$ cat config.mk
export PLATFORM = sky130hd
export DESIGN_NAME = irq_halt_classifier
export DESIGN_NICKNAME = d
export VERILOG_FILES = /design/src/rtl/irqc_pkg.sv /design/src/rtl/irqc_status_bank.sv /design/src/rtl/irqc_classifier.sv /design/src/rtl/irqc_pin_ctrl.sv /design/src/rtl/irq_halt_classifier.sv
export SDC_FILE = /design/constraint.sdc
export NUM_CORES = 1
export LEC_CHECK = 0
export BUFFER_PORTS_ARGS = -buffer_cell sky130_fd_sc_hd__buf_4
export CAP_MARGIN = 20
export CORE_MARGIN = 2
export CORE_UTILIZATION = 30
export DETAILED_ROUTE_END_ITERATION = 10
export PLACE_DENSITY = 0.54
export SKIP_CTS_REPAIR_TIMING = 1
export SKIP_LAST_GASP = 1
export SYNTH_ARGS = -nofsm -noshare
export SYNTH_HDL_FRONTEND = slang
export SYNTH_SLANG_ARGS = --single-unit
$ cat constraint.sdc
create_clock -name clk -period 2.5 [get_ports clk]
set_input_delay 0.375 -clock clk [delete_from_list [all_inputs] [get_ports clk]]
set_output_delay 0.375 -clock clk [all_outputs]
set_load 0.02 [all_outputs]
$ cat src/rtl/irqc_pkg.sv
package irqc_pkg;

    // Protocol status bit positions that the role classification decodes
    localparam int unsigned PB_FUNC_DONE = 0;
    localparam int unsigned PB_SELECTED  = 1;
    localparam int unsigned PB_RESELECT  = 2;
    localparam int unsigned PB_GEN_TIMER = 3;
    localparam int unsigned PB_HS_TIMER  = 4;
    localparam int unsigned PB_ATTENTION = 5;

    // Upper bound on the protocol word width supported by the class map
    localparam int unsigned PROT_W_MAX = 32;

    typedef enum logic {
        ROLE_INITIATOR = 1'b0,
        ROLE_TARGET    = 1'b1
    } role_e;

    typedef struct packed {
        logic prot_pend;
        logic dma_pend;
    } summary_t;

    typedef struct packed {
        logic dma_fatal;
        logic prot_fatal;
    } fatal_src_t;

    // Bits that may stay nonfatal (when their enable is clear) for a role
    function automatic logic [PROT_W_MAX-1:0] nonfatal_map(input role_e role);
        logic [PROT_W_MAX-1:0] m;
        m = '0;
        m[PB_FUNC_DONE] = 1'b1;
        m[PB_SELECTED]  = 1'b1;
        m[PB_RESELECT]  = 1'b1;
        m[PB_GEN_TIMER] = 1'b1;
        m[PB_HS_TIMER]  = 1'b1;
        if (role == ROLE_TARGET) begin
            m[PB_ATTENTION] = 1'b1;
        end
        return m;
    endfunction

endpackage

$ cat src/rtl/irqc_status_bank.sv
module irqc_status_bank #(
    parameter int unsigned W = 8
) (
    input  logic         clk,
    input  logic         rst,
    input  logic [W-1:0] src_pulse,
    input  logic         clr,
    input  logic         en_we,
    input  logic [W-1:0] en_wdata,
    output logic [W-1:0] status,
    output logic [W-1:0] enable
);

    logic [W-1:0] status_q;
    logic [W-1:0] enable_q;

    // One sticky cell per source: a set pulse dominates the clear strobe
    for (genvar i = 0; i < W; i++) begin : g_cell
        always_ff @(posedge clk) begin
            if (rst) begin
                status_q[i] <= 1'b0;
            end else if (src_pulse[i]) begin
                status_q[i] <= 1'b1;
            end else if (clr) begin
                status_q[i] <= 1'b0;
            end
        end
    end

    always_ff @(posedge clk) begin
        if (rst) begin
            enable_q <= '0;
        end else if (en_we) begin
            enable_q <= en_wdata;
        end
    end

    assign status = status_q;
    assign enable = enable_q;

endmodule

$ cat src/rtl/irqc_classifier.sv
module irqc_classifier
    import irqc_pkg::*;
#(
    parameter int unsigned DMA_W  = 8,
    parameter int unsigned PROT_W = 16
) (
    input  logic              clk,
    input  logic              rst,
    input  logic              role_in,
    input  logic [DMA_W-1:0]  dma_status,
    input  logic [PROT_W-1:0] prot_status,
    input  logic [PROT_W-1:0] prot_en,
    output role_e             role_q,
    output logic              halt_req
);

    logic [PROT_W_MAX-1:0] nf_full;
    logic [PROT_W-1:0]     nf_role;
    logic [PROT_W-1:0]     prot_fatal_bits;
    fatal_src_t            fatal;

    // Role is registered so that a change re-classifies on the next cycle
    always_ff @(posedge clk) begin
        if (rst) begin
            role_q <= ROLE_INITIATOR;
        end else begin
            role_q <= role_e'(role_in);
        end
    end

    always_comb begin
        nf_full = nonfatal_map(role_q);
        nf_role = nf_full[PROT_W-1:0];
    end

    // A protocol bit qualifies as fatal unless it is nonfatal for the
    // current role and its enable bit is clear
    for (genvar i = 0; i < PROT_W; i++) begin : g_qual
        assign prot_fatal_bits[i] = prot_status[i] & (prot_en[i] | ~nf_role[i]);
    end

    always_comb begin
        fatal.dma_fatal  = |dma_status;
        fatal.prot_fatal = |prot_fatal_bits;
        halt_req         = fatal.dma_fatal | fatal.prot_fatal;
    end

endmodule

$ cat src/rtl/irqc_pin_ctrl.sv
module irqc_pin_ctrl #(
    parameter int unsigned DMA_W  = 8,
    parameter int unsigned PROT_W = 16
) (
    input  logic              clk,
    input  logic              rst,
    input  logic              mask_we,
    input  logic              mask_wdata,
    input  logic [DMA_W-1:0]  dma_status,
    input  logic [DMA_W-1:0]  dma_en,
    input  logic [PROT_W-1:0] prot_status,
    input  logic [PROT_W-1:0] prot_en,
    output logic              mask_q,
    output logic              irq_n
);

    logic enabled_pending;

    always_ff @(posedge clk) begin
        if (rst) begin
            mask_q <= 1'b0;
        end else if (mask_we) begin
            mask_q <= mask_wdata;
        end
    end

    // The mask only gates the pin; pending state is held in the banks
    always_comb begin
        enabled_pending = (|(dma_status & dma_en)) | (|(prot_status & prot_en));
        irq_n           = ~(enabled_pending & ~mask_q);
    end

endmodule

$ cat src/rtl/irq_halt_classifier.sv
module irq_halt_classifier
    import irqc_pkg::*;
#(
    parameter int unsigned DMA_W  = 8,
    parameter int unsigned PROT_W = 16
) (
    input  logic              clk,
    input  logic              rst,
    input  logic [DMA_W-1:0]  dma_src_pulse,
    input  logic [PROT_W-1:0] prot_src_pulse,
    input  logic              dma_en_we,
    input  logic [DMA_W-1:0]  dma_en_wdata,
    input  logic              prot_en_we,
    input  logic [PROT_W-1:0] prot_en_wdata,
    input  logic              pin_mask_we,
    input  logic              pin_mask_wdata,
    input  logic              role_target,
    input  logic              dma_clr,
    input  logic              prot_clr,
    output logic [DMA_W-1:0]  dma_status,
    output logic [PROT_W-1:0] prot_status,
    output logic [1:0]        top_status,
    output logic              halt_req,
    output logic              irq_n
);

    logic [DMA_W-1:0]  dma_en_q;
    logic [PROT_W-1:0] prot_en_q;
    logic              mask_q;
    role_e             role_q;
    summary_t          summary;

    irqc_status_bank #(.W(DMA_W)) u_dma_bank (
        .clk       (clk),
        .rst       (rst),
        .src_pulse (dma_src_pulse),
        .clr       (dma_clr),
        .en_we     (dma_en_we),
        .en_wdata  (dma_en_wdata),
        .status    (dma_status),
        .enable    (dma_en_q)
    );

    irqc_status_bank #(.W(PROT_W)) u_prot_bank (
        .clk       (clk),
        .rst       (rst),
        .src_pulse (prot_src_pulse),
        .clr       (prot_clr),
        .en_we     (prot_en_we),
        .en_wdata  (prot_en_wdata),
        .status    (prot_status),
        .enable    (prot_en_q)
    );

    irqc_classifier #(.DMA_W(DMA_W), .PROT_W(PROT_W)) u_class (
        .clk         (clk),
        .rst         (rst),
        .role_in     (role_target),
        .dma_status  (dma_status),
        .prot_status (prot_status),
        .prot_en     (prot_en_q),
        .role_q      (role_q),
        .halt_req    (halt_req)
    );

    irqc_pin_ctrl #(.DMA_W(DMA_W), .PROT_W(PROT_W)) u_pin (
        .clk         (clk),
        .rst         (rst),
        .mask_we     (pin_mask_we),
        .mask_wdata  (pin_mask_wdata),
        .dma_status  (dma_status),
        .dma_en      (dma_en_q),
        .prot_status (prot_status),
        .prot_en     (prot_en_q),
        .mask_q      (mask_q),
        .irq_n       (irq_n)
    );

    always_comb begin
        summary.dma_pend  = |dma_status;
        summary.prot_pend = |prot_status;
        top_status        = summary;
    end

endmodule

==> impl_summary.log, run 1 <==
INFO  metric synthesis.nets = 246
INFO  metric drtIter0Drc = 97
INFO  metric fin_nets = 327
INFO  metric synth.yosys.seq_area_share = 55.4%
INFO  metric post-route-cell-area = 2570 sq um
INFO  metric synth-warning-count = 0
INFO  metric drive_gt1_share = 33.7%
INFO  metric cp.arrival = 1.85 ns
INFO  metric synth-simple-area-share = 15.6%
INFO  metric synthTopCellsByArea = sky130_fd_sc_hd__dfxtp_1 55%, sky130_fd_sc_hd__mux2i_1 14%, sky130_fd_sc_hd__nor2_1 10%, sky130_fd_sc_hd__a21oi_1 6.6%, sky130_fd_sc_hd__a22oi_1 3.3%
INFO  metric synth-adder-area-share = 0%
INFO  metric synth-main-ff-cell = sky130_fd_sc_hd__dfxtp_1
INFO  metric edff_count_synth = 0
INFO  metric timing.rr.start = u_dma_bank.status[6]$_SDFFE_PP0P_
INFO  metric result_of_the_run = completed
INFO  metric yosys-top-cells-count = 50 x sky130_fd_sc_hd__dfxtp_1, 50 x sky130_fd_sc_hd__nor2_1, 25 x sky130_fd_sc_hd__mux2i_1, 24 x sky130_fd_sc_hd__a21oi_1, 8 x sky130_fd_sc_hd__a22oi_1
INFO  metric cp-start-kind = register
INFO  metric grt_use_total = 16.0%
INFO  metric synth.top_cell.area_share = 55.4%
INFO  metric fin_skew = 0 ns
INFO  metric crit_buf_inv = 1
INFO  metric ctsRootBufferMaster = sky130_fd_sc_hd__clkbuf_8
INFO  metric clock_latency = 0.29 ns
INFO  metric grt_max_degree = 51
INFO  metric maxSlewHeadroom = 64.7%
INFO  metric htree_levels = 2
INFO  metric finalHoldViolations = 0
INFO  metric min_period_over_period = 89.0%
INFO  metric grt.overflow.total = 0
INFO  metric vias_after_detailed_routing = 1,641
INFO  metric cts_buffer_count = 5
INFO  metric dpl_cell_area = 2490 sq um
INFO  metric syn-instance-count = 189
INFO  metric synth.area.mux_share = 13.8%
INFO  metric synth_cell_types = 19
INFO  metric worstSetupEndpointType = primary output
INFO  metric synth_compound_gate_area_share = 12.3%
INFO  metric setup-violations-final = 0
INFO  metric routedWlPerCell = 14.6 um
INFO  metric io_pins = 85
INFO  metric period_minus_slack = 2.22 ns
INFO  metric die_width = 81.6 um
INFO  metric grt_pass1_wl = 8.02 mm
INFO  metric start_util = 30.7%
INFO  metric cell_taking_the_most_area_after_synthesis = sky130_fd_sc_hd__dfxtp_1
INFO  metric critical_path.slowest_cell = sky130_fd_sc_hd__or4_1
INFO  metric combinational_family_with_the_most_area_after_synthesis = simple AND/OR/NAND/NOR gates
INFO  metric yosys_register_bits = 50
INFO  metric syn_avg_cell_area = 9.57 sq um
INFO  metric drtPass1Iterations = 4
INFO  metric leakage_power_figure = 1.20 nW
INFO  metric hp_start = prot_src_pulse[4]
INFO  metric fill_cells = 623
INFO  metric core_area = 5890 sq um
INFO  metric placement.io_buffers = 84
INFO  metric crit_path_max_incr_delay = 0.50 ns
INFO  metric max_freq = 449 MHz
INFO  metric cts.path.max_buffers = 2
INFO  metric synthXorXnorAreaFrac = 0%
INFO  metric cp.required = 2.12 ns
INFO  metric number_of_antenna_repair_diodes = 0
INFO  metric viasPerCell = 4.76
INFO  metric rsz0062_at_grt = no
INFO  metric worst_setup_hold_path_clk_slew = 0.08 ns
INFO  metric critical_path.max_fanout = 4
INFO  metric die_y = 81.6 um
INFO  metric setup-tns-final = 0 ns
INFO  metric number_of_global_route_vias_before_repair = 1,638
INFO  metric gp_routability_congestion = 0.770
INFO  metric cap_violations = 0
INFO  metric final_max_slew_viol_count = 0
INFO  metric ant_nets = 0
INFO  metric drt_wl_total = 5.05 mm
INFO  metric layout-area-overhead-vs-synth = 42.0%
INFO  metric placement_rows = 28
INFO  metric antenna_found_initial = 0
INFO  metric tightestPinTransition = 0.530 ns
INFO  metric number_of_clock_sinks = 50
INFO  metric drcViolationCount = 0
INFO  metric hold_removal_path_class = in2reg
INFO  metric cp-startpoint = u_prot_bank.status[15]$_SDFFE_PP0P_
INFO  metric dp_hpwl = 3.77 mm
INFO  metric die_area = 6660 sq um
INFO  metric synth_async_sr_flop_share = 0%
INFO  metric worst_path_dominant_cell_family = simple AND/OR/NAND/NOR gates
INFO  metric clock_tree_from_tritoncts = built
INFO  metric powerDensity = 619 nW/um^2
INFO  metric post_synth_instance_area = 1810 sq um
INFO  metric critical_path_class = reg2out
INFO  metric crit_path_cell_chain = nor4_1, nand3_1, or4_1, buf_4
INFO  metric vdd.ir_drop.worst = 0.254 mV
[where the power goes]
group          total [W]  internal, W  switching (W)
Sequential      0.000889     0.000846      0.0000431
Clock           0.000435     0.000193       0.000241
Combinational   0.000267     0.000140       0.000126
Total            0.00159      0.00118       0.000411
[routing by layer]
| layer | GRT usage (%) | share of wire (%) | wire length [um] |
|---|---|---|---|
| met1 | 21.3 | 46 | 2300 |
| met2 | 25.3 | 47 | 2370 |
| met3 | 4.51 | 6.4 | 322 |
| met4 | 5.00 | 1.2 | 60 |
| met5 | 0 | 0 | 0 |
[cells in the final DEF, fill, tap and decap left out]
cell | Yosys | final
sky130_fd_sc_hd__o31ai_1 | 1 | 1
sky130_fd_sc_hd__nand4_1 | 1 | 1
sky130_fd_sc_hd__nor2b_1 | 1 | 1
sky130_fd_sc_hd__dfxtp_1 | 50 | 50
sky130_fd_sc_hd__nand2_1 | 1 | 1
sky130_fd_sc_hd__clkbuf_8 | 0 | 5
sky130_fd_sc_hd__a22o_1 | 2 | 2
sky130_fd_sc_hd__nor4_2 | 1 | 1
sky130_fd_sc_hd__buf_4 | 0 | 84
sky130_fd_sc_hd__nor2b_2 | 1 | 1
sky130_fd_sc_hd__nor2_1 | 50 | 50
sky130_fd_sc_hd__mux2i_1 | 25 | 25
sky130_fd_sc_hd__a221oi_1 | 2 | 2
sky130_fd_sc_hd__nand3_1 | 3 | 3
sky130_fd_sc_hd__or4_1 | 3 | 3
sky130_fd_sc_hd__inv_1 | 3 | 3
sky130_fd_sc_hd__a21oi_1 | 24 | 24
sky130_fd_sc_hd__clkbuf_1 | 7 | 2
sky130_fd_sc_hd__nor4_1 | 3 | 3
sky130_fd_sc_hd__a22oi_1 | 8 | 8
[worst paths after layout]
check                                                           end  slack (ns)  cells past startpoint
worst max-delay path                                  top_status[1]        0.28                      4
worst min-delay path             u_prot_bank.status[4]$_SDFFE_PP0P_        0.28                      3
worst min register to register  u_prot_bank.enable[15]$_SDFFE_PP0P_        0.50                      2
worst max register to register    u_dma_bank.status[6]$_SDFFE_PP0P_        1.81                      2
[state kept, by name (all words and copies together) (netlist names)]
name	cells
u_pin.mask_q	1
u_dma_bank.enable	8
u_prot_bank.status	16
u_prot_bank.enable	16
u_class.role_q	1
u_dma_bank.status	8
[area by class of cell]
| type | count | area [sq um] | share of cell area (%) |
|---|---|---|---|
| inverter | 3 | 11.3 | 0.439 |
| sequential | 50 | 1000 | 39.0 |
| timing repair buffer | 84 | 631 | 24.6 |
| tap | 75 | 93.8 | 3.65 |
| clock buffer | 7 | 76.3 | 2.97 |
| multi-input combinational | 126 | 754 | 29.4 |
[metrics by stage]
stage	total power (W)	cells	hold slack (ns)	worst slack (ns)	util [%]
final	0.00159	345	0.281	0.275	43.6
after global routing	0.00169	345	0.271	0.0802	43.6
after CTS	0.00161	345	0.275	0.251	43.6
after detailed placement	0.00118	338	0.482	0.584	42.3
after global placement	0.00118	338	0.477	0.626	42.3
after floorplan	0.00103	189	0.460	0.602	-
[logic make-up after synthesis]
group	Yosys count
DFF	50
and+or+nand+nor	64
muxes	25
buffers and inverters	13
AOI/OAI and AO/OA	37
[worst reg2reg max path, delay by kind of cell (launching register included)]
kind               cells  cell delay, ns
DFF                    1            0.37
AOI/OAI and AO/OA      1            0.15
and+or+nand+nor        1            0.05
Power figures use the tool's default switching activity.
==> run 2: changes to the inputs <==
- ABC_AREA: not set -> 1
- PLACE_DENSITY: 0.54 -> 0.53
==> run 2 against run 1 <==
Clock skew unchanged. Sequential cell count is the same. Register-to-register slack hardly changed. Critical path type unchanged. First-iteration DRC count decreased by 10%. Sequential share of layout area shrank 1.3 points. Non-clock buffer count did not move. Critical path depth is the same. Die area is 4.6% higher.
==> impl_summary.log, run 2 <==
INFO  metric design_power_total = 0.00172 W
INFO  metric worst_setup_hold_path_clk_slew = 0.09 ns
INFO  metric fin_ws = 0.707 ns
INFO  metric preCtsSetupSlack = 1.01 ns
INFO  metric vdd.ir_drop.worst = 0.229 mV
INFO  metric detailroute.wirelength.met3 = 290 um
INFO  metric final_max_slew_viol_count = 0
INFO  metric drcViolationCount = 0
INFO  metric rsz0062_at_grt = no
INFO  metric fin_skew = 0 ns
INFO  metric die_area = 6970 sq um
INFO  metric cap_violations = 0
INFO  metric synth-warning-count = 0
INFO  metric drt_wl_total = 5.34 mm
INFO  metric synth-main-ff-cell = sky130_fd_sc_hd__dfxtp_1
INFO  metric post_synth_instance_area = 1900 sq um
INFO  metric ant_nets = 0
INFO  metric regToRegSetupSlack = 1.80 ns
INFO  metric grt_max_degree = 51
INFO  metric powerDensity = 646 nW/um^2
INFO  metric synth_async_sr_flop_share = 0%
INFO  metric result_of_the_run = completed
INFO  metric yosys-top-cells-count = 85 x sky130_fd_sc_hd__nand2_1, 50 x sky130_fd_sc_hd__dfxtp_1, 49 x sky130_fd_sc_hd__a21oi_1, 41 x sky130_fd_sc_hd__nor2_1
INFO  metric die_width = 83.5 um
INFO  metric most_common_library_cell_in_the_layout_ignoring_fill_and_taps = sky130_fd_sc_hd__nand2_1
INFO  metric viasPerCell = 4.54
INFO  metric final-instance-count-excl-fill = 411
INFO  metric vias_after_detailed_routing = 1,864
INFO  metric critical_path_class = reg2out
INFO  metric drt-met1-wl = 2.60 mm
INFO  metric yosys_register_bits = 50
INFO  metric grt.overflow.total = 0
INFO  metric setup-tns-final = 0 ns
INFO  metric placement.io_buffers = 84
INFO  metric placement_rows = 28
INFO  metric cts.path.max_buffers = 2
INFO  metric period_minus_slack = 1.79 ns
INFO  metric post-route-cell-area = 2660 sq um
INFO  metric ctsRootBufferMaster = sky130_fd_sc_hd__clkbuf_8
INFO  metric htree_levels = 2
INFO  metric grt_use_total = 15.5%
INFO  metric drtIter0Drc = 87
INFO  metric crit_path_cell_chain = or2_1, nor3_2, nand3b_1, buf_4
INFO  metric cts_buffer_count = 5
INFO  metric routed.top_layer = met4
INFO  metric dp_cells = 403
INFO  metric routedWlPerCell = 13.0 um
INFO  metric core_area = 6030 sq um
INFO  metric leakage_power_figure = 1.24 nW
INFO  metric synthTopCellsByArea = sky130_fd_sc_hd__dfxtp_1 53%, sky130_fd_sc_hd__nand2_1 17%, sky130_fd_sc_hd__a21oi_1 13%, sky130_fd_sc_hd__nor2_1 8.1%, sky130_fd_sc_hd__buf_2 1.6%
INFO  metric worstSetupEndpointType = primary output
INFO  metric finalHoldViolations = 0
INFO  metric gp_routability_congestion = 0.718
INFO  metric cp.arrival = 1.42 ns
INFO  metric tightestPinTransition = 0.617 ns
INFO  metric edff_count_synth = 0
INFO  metric worst_r2r_path_depth = 2
INFO  metric max_freq = 558 MHz
INFO  metric layout_common_cells = 85 x sky130_fd_sc_hd__nand2_1, 84 x sky130_fd_sc_hd__buf_4, 50 x sky130_fd_sc_hd__dfxtp_1, 49 x sky130_fd_sc_hd__a21oi_1, 41 x sky130_fd_sc_hd__nor2_1
INFO  metric maxSlewHeadroom = 58.8%
INFO  metric min_delay_path_depth = 3
INFO  metric synth.yosys.seq_area_share = 52.8%
INFO  metric setup-violations-final = 0
INFO  metric crit_buf_inv = 1
INFO  metric critical_path.slowest_cell = sky130_fd_sc_hd__dfxtp_1
INFO  metric r2r_end = u_prot_bank.status[14]$_SDFFE_PP0P_
INFO  metric timing.rr.start = u_prot_bank.status[14]$_SDFFE_PP0P_
INFO  metric drtPass1Iterations = 4
INFO  metric synthesis.nets = 312
INFO  metric cp.required = 2.12 ns
INFO  metric number_of_clock_sinks = 50
INFO  metric start_util = 31.5%
INFO  metric hold_removal_path_class = in2reg
INFO  metric synth.top_cell.area_share = 52.8%
INFO  metric synth_cell_types = 17
INFO  metric grt_pass1_wl = 8.58 mm
INFO  metric syn_avg_cell_area = 7.43 sq um
INFO  metric layout-area-overhead-vs-synth = 40.1%
INFO  metric number_of_global_route_vias_before_repair = 1,741
INFO  metric drive_gt1_share = 27.4%
INFO  metric fin_nets = 392
INFO  metric io_pins = 85
INFO  metric crit_path_max_incr_delay = 0.34 ns
INFO  metric number_of_antenna_repair_diodes = 0
INFO  metric antenna_found_initial = 0
INFO  metric hold_end = u_prot_bank.status[5]$_SDFFE_PP0P_
INFO  metric dp_hpwl = 3.92 mm
INFO  metric dpl_cell_area = 2550 sq um
INFO  metric cell_taking_the_most_area_after_synthesis = sky130_fd_sc_hd__dfxtp_1
INFO  metric die_y = 83.5 um
INFO  metric cp-startpoint = u_prot_bank.status[13]$_SDFFE_PP0P_
INFO  metric detail_route_met2_wl = 2.36 mm
INFO  metric cp-start-kind = register
INFO  metric clock_tree_from_tritoncts = built
INFO  metric worst_path_dominant_cell_family = simple AND/OR/NAND/NOR gates
INFO  metric post-synth-top-count-cell = sky130_fd_sc_hd__nand2_1
INFO  metric clock_latency = 0.30 ns
INFO  metric syn-instance-count = 255
INFO  metric hp_start = prot_src_pulse[5]
INFO  metric critical_path.max_fanout = 4
INFO  metric min_period_over_period = 71.7%
run 2: cell families (layout without fill, tap and decap cells):
group                  after synthesis  in the layout  share of synthesized area (%)
AND/OR/NAND/NOR                    137            137                           28.7
flip-flops                          50             50                           52.8
AO/OA/AOI/OAI                       50             50                           13.2
buffers and inverters               18             99                           5.28
run 2: worst max path at each step:
stage | cells past startpoint | endpoint | slack, ns
after floorplan | 4 | halt_req | 1.01
after global placement | 4 | top_status[1] | 1.02
after detailed placement | 4 | top_status[1] | 1.01
after CTS | 4 | top_status[1] | 0.67
after global routing | 4 | halt_req | 0.60
final | 4 | halt_req | 0.71
run 2: worst min-delay path: stages:
cell and delay, ns:
sky130_fd_sc_hd__buf_4 0.08, sky130_fd_sc_hd__a21oi_1 0.03, sky130_fd_sc_hd__nor2_1 0.06
run 2: area by class of cell:
type	count	area (sq um)
fill	650	3370
sequential	50	1000
multi-input combinational	187	795
timing repair buffer	84	631
tap	75	93.8
clock buffer	7	76.3
clock inverter	1	30.0
inverter	7	28.8
run 2: through the flow:
stage	util, %	hold slack, ns
global placement	42.3	0.451
global route	44.1	0.267
detailed placement	42.3	0.455
finish	44.1	0.265
floorplan	-	0.439
CTS	44.1	0.264
run 2: power breakdown:
group          switching (W)  internal, W  total, W
combinational       0.000138     0.000133  0.000270
sequential         0.0000405     0.000844  0.000885
clock               0.000261     0.000300  0.000561
run 2: routing by layer:
| metal | vias to the layer above | track usage [%] |
|---|---|---|
| li1 | 977 | - |
| met1 | 831 | 21.6 |
| met2 | 49 | 23.2 |
| met3 | 7 | 3.36 |
| met4 | 0 | 6.16 |
| met5 | - | 0 |
==> run 3: changes to the inputs <==
- ABC_AREA: 1 -> 0
- PLACE_DENSITY: 0.53 -> 0.56
- clock period: 2.5 -> 1.5 ns (I/O delays scaled with it)
==> run 3 against run 2 <==
The run now ends with setup timing left. Sequential share of layout area fell by 1.8 points. Cell count fell by 10%. First-iteration DRC count fell by 20%. Sequential power rose by 67%. Design area rose by 7.1%. Sequential cell count did not move. Core utilization rose by 4.3 points. Highest routed layer unchanged. Die area fell by 4.4%. Clock power rose by 27%. Clock skew did not move.
==> impl_summary.log, run 3 (same netlist as run 1, synthesis figures left out) <==
INFO  metric period_minus_slack = 1.92 ns
INFO  metric die_area = 6660 sq um
INFO  metric number_of_clock_sinks = 50
INFO  metric max_freq = 521 MHz
INFO  metric grt.overflow.total = 0
INFO  metric drt_wl_total = 5.10 mm
INFO  metric grt_pass1_wl = 7.69 mm
INFO  metric die_width = 81.6 um
INFO  metric post-route-cell-area = 2840 sq um
INFO  metric placement.io_buffers = 84
INFO  metric dp_hpwl = 3.91 mm
INFO  metric number_of_antenna_repair_diodes = 0
INFO  metric fin_ws = -0.419 ns
INFO  metric failing_checks = setup timing
INFO  metric cp.required = 1.27 ns
INFO  metric ctsRootBufferMaster = sky130_fd_sc_hd__clkbuf_8
INFO  metric clock_latency = 0.29 ns
INFO  metric power.share.switching = 25.7%
INFO  metric drcViolationCount = 0
INFO  metric tightestPinTransition = 0.523 ns
INFO  metric cts_buffer_count = 5
INFO  metric htree_levels = 2
INFO  metric seq_power_share = 53.8%
INFO  metric cp.arrival = 1.69 ns
INFO  metric placement_rows = 28
INFO  metric setup-tns-final = -1.27 ns
INFO  metric finalHoldViolations = 0
INFO  metric clock_tree_from_tritoncts = built
INFO  metric core_area = 5890 sq um
INFO  metric fin_skew = 0 ns
INFO  metric combinationalPowerShare = 20.1%
INFO  metric drive_gt1_share = 45.6%
INFO  metric worst_setup_hold_path_clk_slew = 0.08 ns
INFO  metric critical_path_class = reg2out
INFO  metric leakage_power_figure = 1.35 nW
INFO  metric drtIter0Drc = 70
INFO  metric fin_nets = 351
INFO  metric rsz0062_at_grt = yes
INFO  metric cts.path.max_buffers = 2
INFO  metric drtPass1Iterations = 4
INFO  metric p_switching = 0.000704 W
INFO  metric die_y = 81.6 um
INFO  metric start_util = 30.7%
INFO  metric vias_after_detailed_routing = 1,705
INFO  metric layout_common_cells = 105 x sky130_fd_sc_hd__buf_4, 50 x sky130_fd_sc_hd__nor2_1, 39 x sky130_fd_sc_hd__dfxtp_1, 25 x sky130_fd_sc_hd__mux2i_1, 24 x sky130_fd_sc_hd__a21oi_1
INFO  metric vdd.ir_drop.worst = 0.482 mV
INFO  metric dpl_cell_area = 2730 sq um
INFO  metric viasPerCell = 4.62
INFO  metric routedWlPerCell = 13.8 um
INFO  metric cap_violations = 0
INFO  metric power.internal = 0.00204 W
INFO  metric hold_removal_path_class = in2reg
INFO  metric grt_max_degree = 51
INFO  metric number_of_global_route_vias_before_repair = 1,578
INFO  metric critical_path.max_fanout = 3
INFO  metric final_max_slew_viol_count = 0
INFO  metric io_pins = 85
INFO  metric most_common_library_cell_in_the_layout_ignoring_fill_and_taps = sky130_fd_sc_hd__buf_4
INFO  metric worstSetupEndpointType = primary output
INFO  metric p_clk_share = 26.1%
INFO  metric antenna_found_initial = 0
INFO  metric setup-violations-final = 4
INFO  metric gp_routability_congestion = 0.731
INFO  metric grt_use_total = 15.6%
INFO  metric maxSlewHeadroom = 65.1%
INFO  metric ant_nets = 0
INFO  metric cp-start-kind = register
INFO  metric result_of_the_run = finished with violations
INFO  metric powerDensity = 964 nW/um^2
INFO  metric min_period_over_period = 128%
INFO  metric layout-area-overhead-vs-synth = 57.3%
## run 3: changes by cell type in the layout (fill, tap and decap cells not counted), sizes merged, moves of 3 or more
cell	change
nand2	-84
inv	-4
or4	+3
a22oi	+8
mux2i	+25
nor2	+9
buf	+24
a21oi	-25
## run 3: per-stage QoR
| step | utilization (%) | hold WS, ns | cells | worst slack, ns | total power [W] |
|---|---|---|---|---|---|
| floorplan | - | 0.341 | 189 | -0.0708 | 0.00175 |
| global placement | 46.4 | 0.432 | 362 | -0.170 | 0.00205 |
| detailed placement | 46.4 | 0.434 | 362 | -0.170 | 0.00205 |
| CTS | 47.7 | 0.125 | 369 | -0.505 | 0.00277 |
| finish | 48.3 | 0.133 | 369 | -0.419 | 0.00274 |
| global route | 48.3 | 0.127 | 369 | -0.502 | 0.00289 |
## run 3: critical path, stage by stage (launching register included)
cell	delay, ns
sky130_fd_sc_hd__dfxtp_2	0.34
sky130_fd_sc_hd__nor4_2	0.26
sky130_fd_sc_hd__nand3_1	0.16
sky130_fd_sc_hd__or4_4	0.50
sky130_fd_sc_hd__buf_6	0.14
## run 3: area by class of cell
cell class	instances	area [sq um]
fillers	578	3040
flip-flops and latches	50	1020
repair buffers	108	822
multi-input cells	126	821
well taps	75	93.8
clock buffers	7	76.3
inverters	3	11.3
## run 3: worst paths after layout
check | to | depth (start not counted) | start | slack (ns)
hold reg to reg | u_prot_bank.enable[12]$_SDFFE_PP0P_ | 2 | u_prot_bank.enable[12]$_SDFFE_PP0P_ | 0.49
hold / removal | u_dma_bank.status[5]$_SDFFE_PP0P_ | 3 | dma_src_pulse[5] | 0.13
setup / recovery | halt_req | 4 | u_prot_bank.status[12]$_SDFFE_PP0P_ | -0.42
setup reg to reg | u_dma_bank.status[3]$_SDFFE_PP0P_ | 3 | u_dma_bank.status[3]$_SDFFE_PP0P_ | 0.68
## run 3: layer usage
layer	track usage (%)	part of all wire, %
met2	24.7	47
met3	3.96	6.0
met1	21.2	46
met5	0	0
met4	4.50	0.67
## run 3: power groups by stage
| stage | logic [W] | clock network [W] | registers [W] |
|---|---|---|---|
| floorplan | 0.000197 | 0 | 0.00155 |
| global placement | 0.000548 | 0 | 0.00150 |
| detailed placement | 0.000550 | 0 | 0.00150 |
| CTS | 0.000551 | 0.000752 | 0.00147 |
| global route | 0.000599 | 0.000805 | 0.00149 |
| finish | 0.000551 | 0.000714 | 0.00148 |
